**config.mk**
```make
export PLATFORM = sky130hd
export DESIGN_NAME = spi_buf_master
export DESIGN_NICKNAME = d
export VERILOG_FILES = /design/src/rtl/spi_buf_pkg.sv /design/src/rtl/spi_clkdiv.sv /design/src/rtl/spi_shifter.sv /design/src/rtl/spi_regfile.sv /design/src/rtl/spi_buf_master.sv
export SDC_FILE = /design/constraint.sdc
export NUM_CORES = 1
export LEC_CHECK = 0
export CAP_MARGIN = 20
export CORE_AREA = 2 2 144 146
export DETAILED_ROUTE_END_ITERATION = 12
export DIE_AREA = 0 0 146 148
export GPL_TIMING_DRIVEN = 1
export SETUP_SLACK_MARGIN = 0.3
export SLEW_MARGIN = 20
export SYNTH_ARGS = -nofsm -noshare
export SYNTH_HDL_FRONTEND = slang
export SYNTH_SLANG_ARGS = --single-unit
```
**constraint.sdc**
```tcl
create_clock -name clk -period 2.05 [get_ports clk]
set_input_delay 0.41 -clock clk [delete_from_list [all_inputs] [get_ports clk]]
set_output_delay 0.41 -clock clk [all_outputs]
set_load 0.005 [all_outputs]
```
**src/rtl/spi_buf_pkg.sv**
```systemverilog
package spi_buf_pkg;
  localparam int ADDR_W = 3;

  localparam logic [ADDR_W-1:0] A_CFG  = 3'd0;
  localparam logic [ADDR_W-1:0] A_TX   = 3'd1;
  localparam logic [ADDR_W-1:0] A_RX   = 3'd2;
  localparam logic [ADDR_W-1:0] A_STAT = 3'd3;
  localparam logic [ADDR_W-1:0] A_IEN  = 3'd4;

  localparam int NFLAG  = 4;
  localparam int F_TBE  = 0;
  localparam int F_RXF  = 1;
  localparam int F_OVR  = 2;
  localparam int F_TEND = 3;
endpackage

```
**src/rtl/spi_clkdiv.sv**
```systemverilog
module spi_clkdiv #(
  parameter int DIV_W = 8
) (
  input  logic             clk,
  input  logic             rst,
  input  logic             run,
  input  logic [DIV_W-1:0] half_div,
  output logic             tick
);
  logic [DIV_W-1:0] cnt;

  always_ff @(posedge clk) begin
    if (rst || !run) cnt <= '0;
    else if (cnt == half_div) cnt <= '0;
    else cnt <= cnt + 1'b1;
  end

  assign tick = run && (cnt == half_div);

  p_cnt_bounded_r2: assert property (@(posedge clk) disable iff (rst)
    run |-> (cnt <= half_div));
endmodule

```
**src/rtl/spi_shifter.sv**
```systemverilog
module spi_shifter #(
  parameter int DATA_W = 16,
  parameter int DIV_W  = 8,
  localparam int LEN_W = $clog2(DATA_W)
) (
  input  logic              clk,
  input  logic              rst,
  input  logic              buf_valid,
  input  logic [DATA_W-1:0] buf_data,
  input  logic [LEN_W-1:0]  cfg_len,
  input  logic [DIV_W-1:0]  cfg_div,
  input  logic              tick,
  input  logic              sdi,
  output logic              busy,
  output logic              sclk,
  output logic              sdo,
  output logic [DIV_W-1:0]  div_q,
  output logic              load,
  output logic              done,
  output logic [DATA_W-1:0] rx_word
);
  localparam logic [LEN_W-1:0] TOP = LEN_W'(DATA_W - 1);

  logic [DATA_W-1:0] tx_sr, rx_sr, aligned;
  logic [LEN_W-1:0]  cnt, len_q;
  logic              last;

  assign last    = (cnt == '0);
  assign done    = busy && tick && sclk && last;
  assign load    = buf_valid && (!busy || done);
  assign aligned = buf_data << (TOP - cfg_len);
  assign rx_word = rx_sr;

  always_ff @(posedge clk) begin
    if (rst) begin
      busy  <= 1'b0;
      sclk  <= 1'b0;
      sdo   <= 1'b0;
      tx_sr <= '0;
      rx_sr <= '0;
      cnt   <= '0;
      len_q <= '0;
      div_q <= '0;
    end else begin
      if (busy && tick) begin
        if (!sclk) begin
          sclk  <= 1'b1;
          rx_sr <= {rx_sr[DATA_W-2:0], sdi};
        end else begin
          sclk <= 1'b0;
          if (!last) begin
            tx_sr <= tx_sr << 1;
            sdo   <= tx_sr[DATA_W-2];
            cnt   <= cnt - 1'b1;
          end else if (!buf_valid) begin
            busy <= 1'b0;
          end
        end
      end
      if (load) begin
        busy  <= 1'b1;
        tx_sr <= aligned;
        sdo   <= buf_data[cfg_len];
        cnt   <= cfg_len;
        len_q <= cfg_len;
        div_q <= cfg_div;
        rx_sr <= '0;
      end
    end
  end

  p_idle_low_r2: assert property (@(posedge clk) disable iff (rst)
    !busy |-> !sclk);
  p_cnt_in_len_r11: assert property (@(posedge clk) disable iff (rst)
    busy |-> (cnt <= len_q));
  p_sdo_hold_r3: assert property (@(posedge clk) disable iff (rst)
    (!busy && !$past(busy) && !$past(load)) |-> $stable(sdo));
  p_sdo_on_fall_r3: assert property (@(posedge clk) disable iff (rst)
    (busy && $past(busy) && !$stable(sdo)) |-> $fell(sclk));
endmodule

```
**src/rtl/spi_regfile.sv**
```systemverilog
module spi_regfile
  import spi_buf_pkg::*;
#(
  parameter int DATA_W = 16,
  parameter int DIV_W  = 8,
  localparam int LEN_W = $clog2(DATA_W)
) (
  input  logic              clk,
  input  logic              rst,
  input  logic [ADDR_W-1:0] bus_addr,
  input  logic              bus_wr,
  input  logic [DATA_W-1:0] bus_wdata,
  input  logic              bus_rd,
  output logic [DATA_W-1:0] bus_rdata,
  input  logic              load,
  input  logic              done,
  input  logic [DATA_W-1:0] rx_word,
  output logic              buf_valid,
  output logic [DATA_W-1:0] buf_data,
  output logic [LEN_W-1:0]  cfg_len,
  output logic [DIV_W-1:0]  cfg_div,
  output logic              irq
);
  logic [DATA_W-1:0] rx_buf;
  logic              rxf, ovr, tend;
  logic [NFLAG-1:0]  ien, flags;
  logic              wr_cfg, wr_tx, wr_stat, wr_ien, rd_rx;

  assign wr_cfg  = bus_wr && (bus_addr == A_CFG);
  assign wr_tx   = bus_wr && (bus_addr == A_TX);
  assign wr_stat = bus_wr && (bus_addr == A_STAT);
  assign wr_ien  = bus_wr && (bus_addr == A_IEN);
  assign rd_rx   = bus_rd && (bus_addr == A_RX);

  always_comb begin
    flags         = '0;
    flags[F_TBE]  = !buf_valid;
    flags[F_RXF]  = rxf;
    flags[F_OVR]  = ovr;
    flags[F_TEND] = tend;
  end

  always_ff @(posedge clk) begin
    if (rst) begin
      buf_valid <= 1'b0;
      buf_data  <= '0;
      cfg_len   <= '0;
      cfg_div   <= '0;
      ien       <= '0;
    end else begin
      if (load) buf_valid <= 1'b0;
      if (wr_tx) begin
        buf_valid <= 1'b1;
        buf_data  <= bus_wdata;
      end
      if (wr_cfg) begin
        cfg_len <= bus_wdata[LEN_W-1:0];
        cfg_div <= bus_wdata[LEN_W +: DIV_W];
      end
      if (wr_ien) ien <= bus_wdata[NFLAG-1:0];
    end
  end

  always_ff @(posedge clk) begin
    if (rst) begin
      rx_buf <= '0;
      rxf    <= 1'b0;
      ovr    <= 1'b0;
      tend   <= 1'b0;
    end else begin
      if (rd_rx) rxf <= 1'b0;
      if (wr_stat && bus_wdata[F_OVR])  ovr  <= 1'b0;
      if (wr_stat && bus_wdata[F_TEND]) tend <= 1'b0;
      if (done) begin
        rx_buf <= rx_word;
        rxf    <= 1'b1;
        if (rxf) ovr <= 1'b1;
        if (!buf_valid) tend <= 1'b1;
      end
    end
  end

  always_ff @(posedge clk) begin
    if (rst) begin
      bus_rdata <= '0;
      irq       <= 1'b0;
    end else begin
      irq <= |(flags & ien);
      if (bus_rd) begin
        bus_rdata <= '0;
        case (bus_addr)
          A_CFG: begin
            bus_rdata[LEN_W-1:0]      <= cfg_len;
            bus_rdata[LEN_W +: DIV_W] <= cfg_div;
          end
          A_RX:   bus_rdata <= rx_buf;
          A_STAT: bus_rdata[NFLAG-1:0] <= flags;
          A_IEN:  bus_rdata[NFLAG-1:0] <= ien;
          default: bus_rdata <= '0;
        endcase
      end
    end
  end

  p_tbe_on_load_r5: assert property (@(posedge clk) disable iff (rst)
    (load && !wr_tx) |=> !buf_valid);
  p_rxf_on_done_r7: assert property (@(posedge clk) disable iff (rst)
    done |=> rxf);
  p_ovr_on_clash_r8: assert property (@(posedge clk) disable iff (rst)
    (done && rxf) |=> ovr);
  p_tend_on_stop_r9: assert property (@(posedge clk) disable iff (rst)
    (done && !buf_valid) |=> tend);
  p_irq_follows_r10: assert property (@(posedge clk) disable iff (rst)
    (flags & ien) == '0 |=> !irq);
endmodule

```
**src/rtl/spi_buf_master.sv**
```systemverilog
module spi_buf_master
  import spi_buf_pkg::*;
#(
  parameter int DATA_W = 16,
  parameter int DIV_W  = 8
) (
  input  logic              clk,
  input  logic              rst,
  input  logic [ADDR_W-1:0] bus_addr,
  input  logic              bus_wr,
  input  logic [DATA_W-1:0] bus_wdata,
  input  logic              bus_rd,
  output logic [DATA_W-1:0] bus_rdata,
  output logic              irq,
  output logic              spi_sclk,
  output logic              spi_sdo,
  input  logic              spi_sdi
);
  localparam int LEN_W = $clog2(DATA_W);

  logic              buf_valid, load, done, busy, tick;
  logic [DATA_W-1:0] buf_data, rx_word;
  logic [LEN_W-1:0]  cfg_len;
  logic [DIV_W-1:0]  cfg_div, div_q;

  spi_regfile #(.DATA_W(DATA_W), .DIV_W(DIV_W)) u_regs (
    .clk(clk), .rst(rst),
    .bus_addr(bus_addr), .bus_wr(bus_wr), .bus_wdata(bus_wdata),
    .bus_rd(bus_rd), .bus_rdata(bus_rdata),
    .load(load), .done(done), .rx_word(rx_word),
    .buf_valid(buf_valid), .buf_data(buf_data),
    .cfg_len(cfg_len), .cfg_div(cfg_div), .irq(irq)
  );

  spi_clkdiv #(.DIV_W(DIV_W)) u_div (
    .clk(clk), .rst(rst), .run(busy), .half_div(div_q), .tick(tick)
  );

  spi_shifter #(.DATA_W(DATA_W), .DIV_W(DIV_W)) u_shift (
    .clk(clk), .rst(rst),
    .buf_valid(buf_valid), .buf_data(buf_data),
    .cfg_len(cfg_len), .cfg_div(cfg_div),
    .tick(tick), .sdi(spi_sdi),
    .busy(busy), .sclk(spi_sclk), .sdo(spi_sdo), .div_q(div_q),
    .load(load), .done(done), .rx_word(rx_word)
  );
endmodule

```
==> metrics.log, run 1 <==
[metrics] run status: finished, final reports clean
[metrics] initial detailed-routing violation count: a little under 300
[metrics] PortBufs: 42
[metrics] total power: 5.89 mW
[metrics] total die area: between 0.02 and 0.025 mm2
[metrics] Main synth FF type: sky130_fd_sc_hd__dfxtp_1
[metrics] timing-limited maximum frequency: 506 MHz
[metrics] number of detailed-routing iterations run before antenna repair: 4
[metrics] number of ports placed on the die boundary: between 40 and 50
[metrics] CP startpoint kind: register
[metrics] final-report hold violation count: 0
[metrics] vias per inst: between 4 and 5
[metrics] post-detailed-placement half-perimeter wirelength: between 9 and 10 mm
[metrics] max-capacitance violation count: 0
[metrics] starting density of the core: 0.276
[metrics] number of global-route vias before repair: around 4400
[metrics] Yosys reg bits: 123
[metrics] CP max FO: 9
[metrics] Post-Synthesis Net Count: between 600 and 700
[metrics] number of buffers inserted during clock tree synthesis: 17
[metrics] most frequent cells in the layout: sky130_fd_sc_hd__dfxtp_1, sky130_fd_sc_hd__nor2_1, sky130_fd_sc_hd__nand2_1
[metrics] total vias in the final route: between 4000 and 5000
[metrics] leakage power: around 3.2 nW
[metrics] largest net degree at the start of global routing: 30
[metrics] worst skew pair latency: 0.42 ns
[metrics] fraction of layout instances using a drive strength above 1: 0.274
[metrics] Longest Clk Path Bufs: 2
[metrics] Finished Layout Cells: approximately 970
[metrics] warnings from Yosys: 0
[metrics] hold_buf cts: 0
[metrics] final setup violation count: 0
[metrics] number of placement rows: between 50 and 60
[metrics] Syn-to-layout area delta: 44.0%
[metrics] TritonCTS clock tree: yes
[metrics] number of standard cells after synthesis: around 600
[metrics] Worst Skew: approximately 0.0047 ns
[metrics] initial antenna violation count: 0
[metrics] smallest hold slack: ~0.37 ns
[metrics] per-instance average area after synthesis: slightly above 9 um2
[metrics] synthesized cell area: between 0.005 and 0.006 mm2
[metrics] HP Class: in -> reg
[metrics] final core occ: 0.398
[metrics] placed cell count: roughly 900
[metrics] antenna fix cells: 0
[metrics] actual transition at the worst max-transition pin: 0.457 ns
[metrics] worst slack at placement: around 0.057 ns
[metrics] CP endpoint kind: register
[metrics] Layout Cell Area excl Fill: between 0.007 and 0.008 mm2
[metrics] type of the worst setup path: reg -> reg
[metrics] Layout Nets: 718
[metrics] clock root buffer: sky130_fd_sc_hd__clkbuf_16
[metrics] most common cell after layout, fill and taps aside: sky130_fd_sc_hd__dfxtp_1
[metrics] final worst path period need: 1.98 ns
[metrics] unique cell type count in the Yosys netlist: 49
[metrics] worst-case vdd ir drop: roughly 650 uV
[metrics] PD cells: approximately 740 mW/mm2
[metrics] Max H-tree Level: 4
[metrics] post-route antenna net violation count: 0
[metrics] vertical die dimension: between 100 and 150 um
[metrics] required time of the critical path: between 2 and 2.5 ns
[metrics] fin crit share: 0.964
[metrics] RSZ-0062 raised after global routing: true
[metrics] die extent in x: between 100 and 150 um
[metrics] clock-pin slew on the worst setup and hold paths: ~0.05 ns
[metrics] detailed-route wire length per cell: 15.6 um
[metrics] FFs w/ async S/R, synth: 0
[metrics] Residual DRC: 0
[metrics] total count of max-transition violations in the final report: 0
[metrics] sequential fraction of the synthesis area: 0.445
[metrics] headroom to the max-slew limit: 0.695
[metrics] setup_tns: 0 ns
[metrics] Worst Setup Slack, final: approximately 0.073 ns
[metrics] floorplan core area: around 0.020 mm2
[metrics] number of fill cells in the layout: slightly below 2000
[metrics] GRT Residual Overflow: 0
[metrics] total placed instance area: 0.00640 mm2
[metrics] Overall Global Routing Usage: 0.138
[metrics] count of flip-flops with a built-in enable after synthesis: 0
[metrics] weighted congestion at the end of routability-driven global placement: between 0.7 and 0.8
[metrics] global-route wire length before repair: 23.5 mm
[metrics] number of sinks driven by the clock tree: between 100 and 150
[metrics] Arrival @ worst endpoint: 2.29 ns
[metrics] final wirelength: approximately 15 mm
-- what timing repair did --
action                                  CTS  global route
endpoints found under the setup margin   63            74
resized for setup                        53            51
gates cloned                              4             5
pin swaps                                11            24
setup buffers                            27            11
-- state kept, by name, indices dropped and copies added, names as in the netlist, 4 cells and up --
signal            cells
u_regs.cfg_div        8
u_regs.rx_buf        16
u_shift.tx_sr        15
u_regs.cfg_len        4
u_regs.ien            4
u_shift.cnt           4
u_shift.div_q         8
u_shift.rx_word      16
u_div.cnt             8
u_regs.buf_data      16
u_regs.bus_rdata     16
-- Yosys cell counts, drive strengths merged, types with 3 or more instances --
library cell,count,share of area
a21oi,44,0.040
a2111oi,6,0.015
buf,17,0.017
nor2,90,0.061
and2,3,0.0034
o22ai,5,0.0056
clkbuf,27,0.018
and3,6,0.0068
nor4,3,0.0088
a2bb2oi,6,0.0095
xor2,12,0.019
a221oi,3,0.0047
nand3,9,0.0081
ha,3,0.0068
a211oi,14,0.019
a22oi,6,0.0081
nand2b,5,0.0056
mux4,13,0.053
xnor2,4,0.0063
o21ai,3,0.0027
a222oi,8,0.014
mux2i,65,0.12
mux2,3,0.0061
dfxtp,123,0.44
nand2,79,0.054
a31oi,3,0.0034
inv,15,0.010
-- layout make-up --
cell class	instances	area [um2]	share of cell area
clock buffers	22	464	0.0582
clock inverters	8	143	0.0179
inverters	16	60.1	0.00753
multi-input cells	415	3160	0.397
flip-flops and latches	123	2500	0.313
well taps	270	338	0.0424
repair buffers	118	1310	0.164
-- power by group --
group | internal (mW) | switching [mW] | total, mW
registers | 2.41 | 0.0295 | 2.44
logic | 0.165 | 0.171 | 0.337
clock network | 2.07 | 1.03 | 3.11
total | 4.65 | 1.23 | 5.89
-- critical path: stages, from the launching register on --
cell and delay [ns]:
sky130_fd_sc_hd__dfxtp_4 0.36, sky130_fd_sc_hd__xor2_2 0.18, sky130_fd_sc_hd__nor4_4 0.29, sky130_fd_sc_hd__buf_4 0.18, sky130_fd_sc_hd__buf_6 0.11, sky130_fd_sc_hd__buf_6 0.09, sky130_fd_sc_hd__nand4b_1 0.12, sky130_fd_sc_hd__buf_6 0.17
sky130_fd_sc_hd__buf_12 0.14, sky130_fd_sc_hd__mux2i_1 0.16, sky130_fd_sc_hd__nor2_1 0.06
-- kinds of logic (layout without fill, tap and decap cells) --
group | count (synthesis) | after routing | share of synthesized area
simple gates | 207 | 207 | 0.162
flops | 123 | 123 | 0.445
compound gates | 108 | 108 | 0.138
mux | 81 | 81 | 0.176
buf+inv | 60 | 164 | 0.0459
xor+xnor | 16 | 16 | 0.0253
fa+ha+maj | 3 | 3 | 0.00678
-- path summary, 6_finish.rpt --
path                                            end  slack (ns)  depth (start not counted)           startpoint
worst max-delay path             u_shift.rx_word[7]        0.07                         10     u_shift.div_q[0]
worst min-delay path               u_regs.rx_buf[4]        0.37                          2                  rst
worst max register to register   u_shift.rx_word[7]        0.07                         10     u_shift.div_q[0]
worst min register to register  u_regs.buf_data[15]        0.46                          2  u_regs.buf_data[15]
-- metal layers --
layer	vias up	global-route usage	part of all wire
li1	2289	-	-
met1	2245	0.185	0.48
met2	78	0.218	0.48
met3	22	0.0302	0.029
met4	0	0.0534	0.018
met5	-	0	0
(Power assumes the default switching activity.)
==> run 2: changes to the inputs <==
SKIP_LAST_GASP = 1   (was default)
==> results of run 2 <==
Final layout, timing and power as in run 1 (identical DEF).
